`src/rtl/rxs_pkg.sv`:
```
package rxs_pkg;
    localparam logic [7:0] IDLE_CODE = 8'h7F;
    localparam int TONE_LEN = 8;

    function automatic logic [7:0] tone_byte(input logic [2:0] idx);
        case (idx)
            3'd0, 3'd3: tone_byte = 8'h1E;
            3'd1, 3'd2: tone_byte = 8'h0B;
            3'd4, 3'd7: tone_byte = 8'h9E;
            default:    tone_byte = 8'h8B;
        endcase
    endfunction
endpackage

```
`src/rtl/rxs_slot_track.sv`:
```
module rxs_slot_track #(
    parameter int NUM_CHAN  = 24,
    parameter int CHAN_BITS = 8,
    localparam int FRAME_BITS = 1 + NUM_CHAN * CHAN_BITS,
    localparam int POS_W = $clog2(FRAME_BITS),
    localparam int CH_W  = $clog2(NUM_CHAN),
    localparam int BI_W  = $clog2(CHAN_BITS)
) (
    input  logic            clk,
    input  logic            rst_n,
    input  logic            bit_en,
    input  logic            frame_start,
    output logic            in_chan,
    output logic [CH_W-1:0] chan_idx,
    output logic [BI_W-1:0] bit_idx,
    output logic            frame_end
);
    typedef struct packed {
        logic [POS_W-1:0] pos;
        logic             synced;
    } trk_t;

    trk_t trk_d, trk_q;
    logic [POS_W-1:0] cur_pos;
    logic [POS_W-1:0] off;
    logic             synced_now;

    always_comb begin
        cur_pos    = frame_start ? '0 : trk_q.pos;
        synced_now = trk_q.synced | frame_start;
        off        = cur_pos - POS_W'(1);
        in_chan    = synced_now && (cur_pos != '0);
        chan_idx   = CH_W'(off / POS_W'(CHAN_BITS));
        bit_idx    = BI_W'(off % POS_W'(CHAN_BITS));
        frame_end  = synced_now && (cur_pos == POS_W'(FRAME_BITS - 1));
        trk_d = trk_q;
        if (bit_en) begin
            trk_d.synced = synced_now;
            trk_d.pos = (cur_pos == POS_W'(FRAME_BITS - 1)) ? '0 : cur_pos + POS_W'(1);
        end
    end

    always_ff @(posedge clk or negedge rst_n) begin
        if (!rst_n) trk_q <= '0;
        else        trk_q <= trk_d;
    end
endmodule

```
`src/rtl/rxs_tone_seq.sv`:
```
module rxs_tone_seq #(
    parameter int SEQ_LEN = 8,
    localparam int IDX_W = $clog2(SEQ_LEN)
) (
    input  logic             clk,
    input  logic             rst_n,
    input  logic             advance,
    output logic [IDX_W-1:0] idx
);
    logic [IDX_W-1:0] idx_d, idx_q;

    always_comb begin
        idx_d = idx_q;
        if (advance)
            idx_d = (idx_q == IDX_W'(SEQ_LEN - 1)) ? '0 : idx_q + IDX_W'(1);
    end

    always_ff @(posedge clk or negedge rst_n) begin
        if (!rst_n) idx_q <= '0;
        else        idx_q <= idx_d;
    end

    assign idx = idx_q;
endmodule

```
`src/rtl/rx_chan_subst.sv`:
```
module rx_chan_subst #(
    parameter int NUM_CHAN  = 24,
    parameter int CHAN_BITS = 8,
    localparam int CH_W = $clog2(NUM_CHAN),
    localparam int BI_W = $clog2(CHAN_BITS)
) (
    input  logic                clk,
    input  logic                rst_n,
    input  logic                bit_en,
    input  logic                frame_start,
    input  logic                din,
    input  logic [NUM_CHAN-1:0] chan_mark,
    input  logic                tone_sel,
    output logic                dout
);
    import rxs_pkg::*;

    typedef struct packed {
        logic mark;
        logic sel;
        logic dout;
    } out_t;

    out_t st_d, st_q;

    logic            in_chan;
    logic [CH_W-1:0] chan_idx;
    logic [BI_W-1:0] bit_idx;
    logic            frame_end;
    logic [2:0]      tone_idx;
    logic            mark_now;
    logic            sel_now;
    logic            subst;
    logic [7:0]      code;

    rxs_slot_track #(.NUM_CHAN(NUM_CHAN), .CHAN_BITS(CHAN_BITS)) u_trk (
        .clk(clk), .rst_n(rst_n), .bit_en(bit_en), .frame_start(frame_start),
        .in_chan(in_chan), .chan_idx(chan_idx), .bit_idx(bit_idx), .frame_end(frame_end)
    );

    rxs_tone_seq #(.SEQ_LEN(TONE_LEN)) u_tone (
        .clk(clk), .rst_n(rst_n), .advance(bit_en && frame_end), .idx(tone_idx)
    );

    always_comb begin
        st_d     = st_q;
        mark_now = (bit_idx == '0) ? chan_mark[chan_idx] : st_q.mark;
        sel_now  = (bit_idx == '0) ? tone_sel : st_q.sel;
        subst    = in_chan && mark_now;
        code     = sel_now ? tone_byte(tone_idx) : IDLE_CODE;
        if (bit_en) begin
            if (in_chan) begin
                st_d.mark = mark_now;
                st_d.sel  = sel_now;
            end
            st_d.dout = subst ? code[3'(CHAN_BITS - 1) - 3'(bit_idx)] : din;
        end
    end

    always_ff @(posedge clk or negedge rst_n) begin
        if (!rst_n) st_q <= '0;
        else        st_q <= st_d;
    end

    assign dout = st_q.dout;
endmodule


```
`config.mk`:
```
export PLATFORM = sky130hd
export DESIGN_NAME = rx_chan_subst
export DESIGN_NICKNAME = d
export VERILOG_FILES = /design/src/rtl/rxs_pkg.sv /design/src/rtl/rxs_slot_track.sv /design/src/rtl/rxs_tone_seq.sv /design/src/rtl/rx_chan_subst.sv
export SDC_FILE = /design/constraint.sdc
export NUM_CORES = 1
export LEC_CHECK = 0
export ABC_AREA = 1
export BUFFER_PORTS_ARGS = -buffer_cell sky130_fd_sc_hd__buf_2
export CORE_UTILIZATION = 26
export CTS_CLUSTER_SIZE = 28
export DETAILED_ROUTE_END_ITERATION = 7
export HOLD_SLACK_MARGIN = 0.02
export PLACE_DENSITY = 0.54
export SLEW_MARGIN = 20
export SYNTH_ARGS = -nofsm -noshare
export SYNTH_HDL_FRONTEND = slang
export SYNTH_HIERARCHICAL = 1
export SYNTH_SLANG_ARGS = --single-unit
```
`constraint.sdc`:
```
create_clock -name clk -period 3.25 [get_ports clk]
set_input_delay 0.1625 -clock clk [delete_from_list [all_inputs] [get_ports clk]]
set_output_delay 0.1625 -clock clk [all_outputs]
set_load 0.02 [all_outputs]
```
==> summary.txt <==
Status = complete, no violations
Final instance area = 1750 µm²
Gpl congestion = 0.834
#FFs+latches synth = 15
Maximum vdd drop = 0.170 mV
CP Launch Type = flop
Yosys warnings = 6
Post-synthesis cell type count = 28
Critical path fanouts, max = 11
Post-CTS setup buffers = 0
Hold Vio Cnt, Final = 0
Register-to-Register Path Depth = 18
First-pass GRT wire length = 6180 µm
Diodes inserted = 0
Clock sink count = 15
Mapped Nets = 274
RSZ-0062 raised after global routing = false
Post-synthesis area per instance = 6.17 µm²
Synth top area cells = nand2_1 26%, dfrtp_1 25%, inv_1 8.8%
Final Skew = 2.18 ps
Area leader, netlist = nand2_1
H-tree depth = 1
Post-Syn Area = 1490 µm²
Critical Path Sink Type = flop
CTS Buf Count = 3
Final max-slew violation count = 0
Post-synthesis sequential area ratio = 25.3%
NumNets Final = 308
HPWL Detailed = 2680 µm
Layout cell share with drive strength beyond 1 = 23.4%
Initial Util = 27.0%
Total wire length = 3250 µm
Die Ht = 77.6 µm
Vias per cell = 4.17
TNS Setup = 0 ps
Data required, critical path = 3390 ps
Port Buf Inserts = 30
Max Fclk = 0.436 GHz
Avg WL per Cell = 9.38 µm
Worst-Skew Late Latency = 240 ps
Area growth, synth to finish = 17.5%
Min-Delay Startpoint = din
Pre-Repair DR Iteration Count = 4
Vias = 1442
Tightest Pin Transition = 518 ps
Post-DP Area = 1690 µm²
Hold Crit Depth = 5
Routed Antenna Nets = 0
Relative slew slack = 65.2%
Num rows = 27
Critical path origin = u_trk/trk_q[3]
Longest Clk Path Bufs = 2
IO Pins = 31
Initial antenna violation count = 0
Yosys top cell area share = 25.8%
Crit path DAT = 2430 ps
Clk slew on worst S/H paths = 70 ps
TritonCTS clock tree = done
Fillers = 626
Cells after Synth = 241
Via count of the first global-routing pass = 1485
Power Density = 353 nW/µm²
Leakage = 1.09 nW
Die width = 77.6 µm
# setup viols final = 0
Total gr overflow = 0
RR Startpoint = u_trk/trk_q[3]
Critical path type = flop to flop
Worst hold path type = input pin to flop
Core ar. = 5510 µm²
Minimum clock period after layout = 2290 ps
Root Buffer = clkbuf_8
DRC Markers = 0
Gr usage total = 12.1%
Initial DRC count = 40
Die footprint = 6020 µm²
Final Cycle Share = 70.5%
Max-cap violations = 0
Largest net degree at the start of global routing = 16
[cell type report]
cell class	instances	area, µm²	area share, %
Multi-Input combinational cell	182	915	52.4
Sequential cell	15	375	21.5
Timing Repair Buffer	32	168	9.60
Inverter	41	154	8.81
Tap cell	72	90.1	5.16
Clock buffer	4	45.0	2.58
[cell usage after synthesis]
cell type    n
o2111ai_1    1
nor2_4       3
ha_1         3
inv_1       35
o211ai_1     1
nor2_1      12
nand2_1    102
nand2_4      6
nand4_1      1
xnor2_1      1
buf_6        2
nor3_2       1
nand3_2      5
or2_2        1
or2_0        1
nor3_1       1
o21ai_2      1
nand3b_1     3
nor2_2       3
nand2_2      4
o21ai_1      1
dfrtp_1     15
o21ai_0      3
nand3_1     25
buf_12       1
inv_2        6
xor2_1       1
a21oi_1      2
[metrics by stage]
step	util, %	power, W	hold WS (ps)	setup WS, ps	cells
after global routing	31.7	0.000676	252	612	346
after global placement	30.7	0.000468	105	807	341
after CTS	31.7	0.000628	225	934	346
final	31.7	0.000617	215	959	346
after floorplan	-	0.000417	-133	1360	241
after detailed placement	30.7	0.000468	99.2	732	341
[routing by layer]
metal / vias to the layer above / global-route usage [%] / wire [µm]
met5: - / 0 / 0
met1: 602 / 15.3 / 1640
li1: 802 / - / -
met3: 2 / 2.47 / 189
met4: 0 / 1.89 / 11
met2: 36 / 21.4 / 1400
[worst max-delay path, cell delays in order (launching register included)]
cell     delay (ps)
dfrtp_1         410
nand2_1         190
inv_1           170
nor2_4           60
inv_2            50
nand2_1          40
o21ai_1         280
inv_2           180
or2_0           240
nand2_1          60
nand3_1          70
nand3_1          80
nand2_1          50
inv_1            60
nand2_2          60
nand3_2          60
nand2_1          50
nand2_1          50
nand2_1          40
[registers in the layout (all words and copies together), names as in the netlist]
register and count:
dout 1, st_q 2, u_tone/idx 3, u_trk/trk_q 9
[layout by cell type (no fill, tap or decap)]
| cell type | instances |
|---|---|
| o21ai_0 | 3 |
| dfrtp_1 | 15 |
| o21ai_1 | 1 |
| o2111ai_1 | 1 |
| nand3_2 | 5 |
| clkbuf_1 | 1 |
| buf_2 | 30 |
| dlygate4sd3_1 | 1 |
| nand3_1 | 25 |
| ha_1 | 3 |
| nor3_2 | 1 |
| nand3b_1 | 3 |
| inv_2 | 6 |
| nand2_1 | 102 |
| nand4_1 | 1 |
| nand2_4 | 6 |
| or2_2 | 1 |
| or2_0 | 1 |
| nor2_4 | 3 |
| o211ai_1 | 1 |
| o21ai_2 | 1 |
| nor2_2 | 3 |
| buf_4 | 1 |
| nor3_1 | 1 |
| nand2_2 | 4 |
| a21oi_1 | 2 |
| xor2_1 | 1 |
| clkbuf_8 | 3 |
| xnor2_1 | 1 |
| nor2_1 | 12 |
| inv_1 | 35 |
[logic make-up (layout without fill, tap and decap cells)]
kind of cell | count (synthesis) | after routing | share of synthesized area, %
flops | 15 | 15 | 25.3
simple gates | 168 | 168 | 54.1
compound gates | 9 | 9 | 3.70
xor+xnor | 2 | 2 | 1.18
buf+inv | 44 | 77 | 13.2
fa+ha+maj | 3 | 3 | 2.53
[path summary, 6_finish.rpt]
kind                                  end  slack [ps]
min reg2reg                          dout         470
max in group asynchronous         st_q[2]        2630
min in group asynchronous  u_trk/trk_q[4]         360
min                                  dout         210
max                                  dout         960
max reg2reg                          dout         960
[timing repair]
item | 4_1_cts | 5_1_grt
gates resized for setup | 0 | 0
hold buffers | 1 | 0
endpoints found under the hold margin | 15 | 0
[where the power goes]
part           total, W  leakage, nW  switching [W]  internal, W
clock network  0.000154       0.0228      0.0000672    0.0000867
logic          0.000240        0.868       0.000146    0.0000934
registers      0.000224        0.198      0.0000175     0.000206
total          0.000617         1.09       0.000231     0.000386
Power figures use the tool's default switching activity.
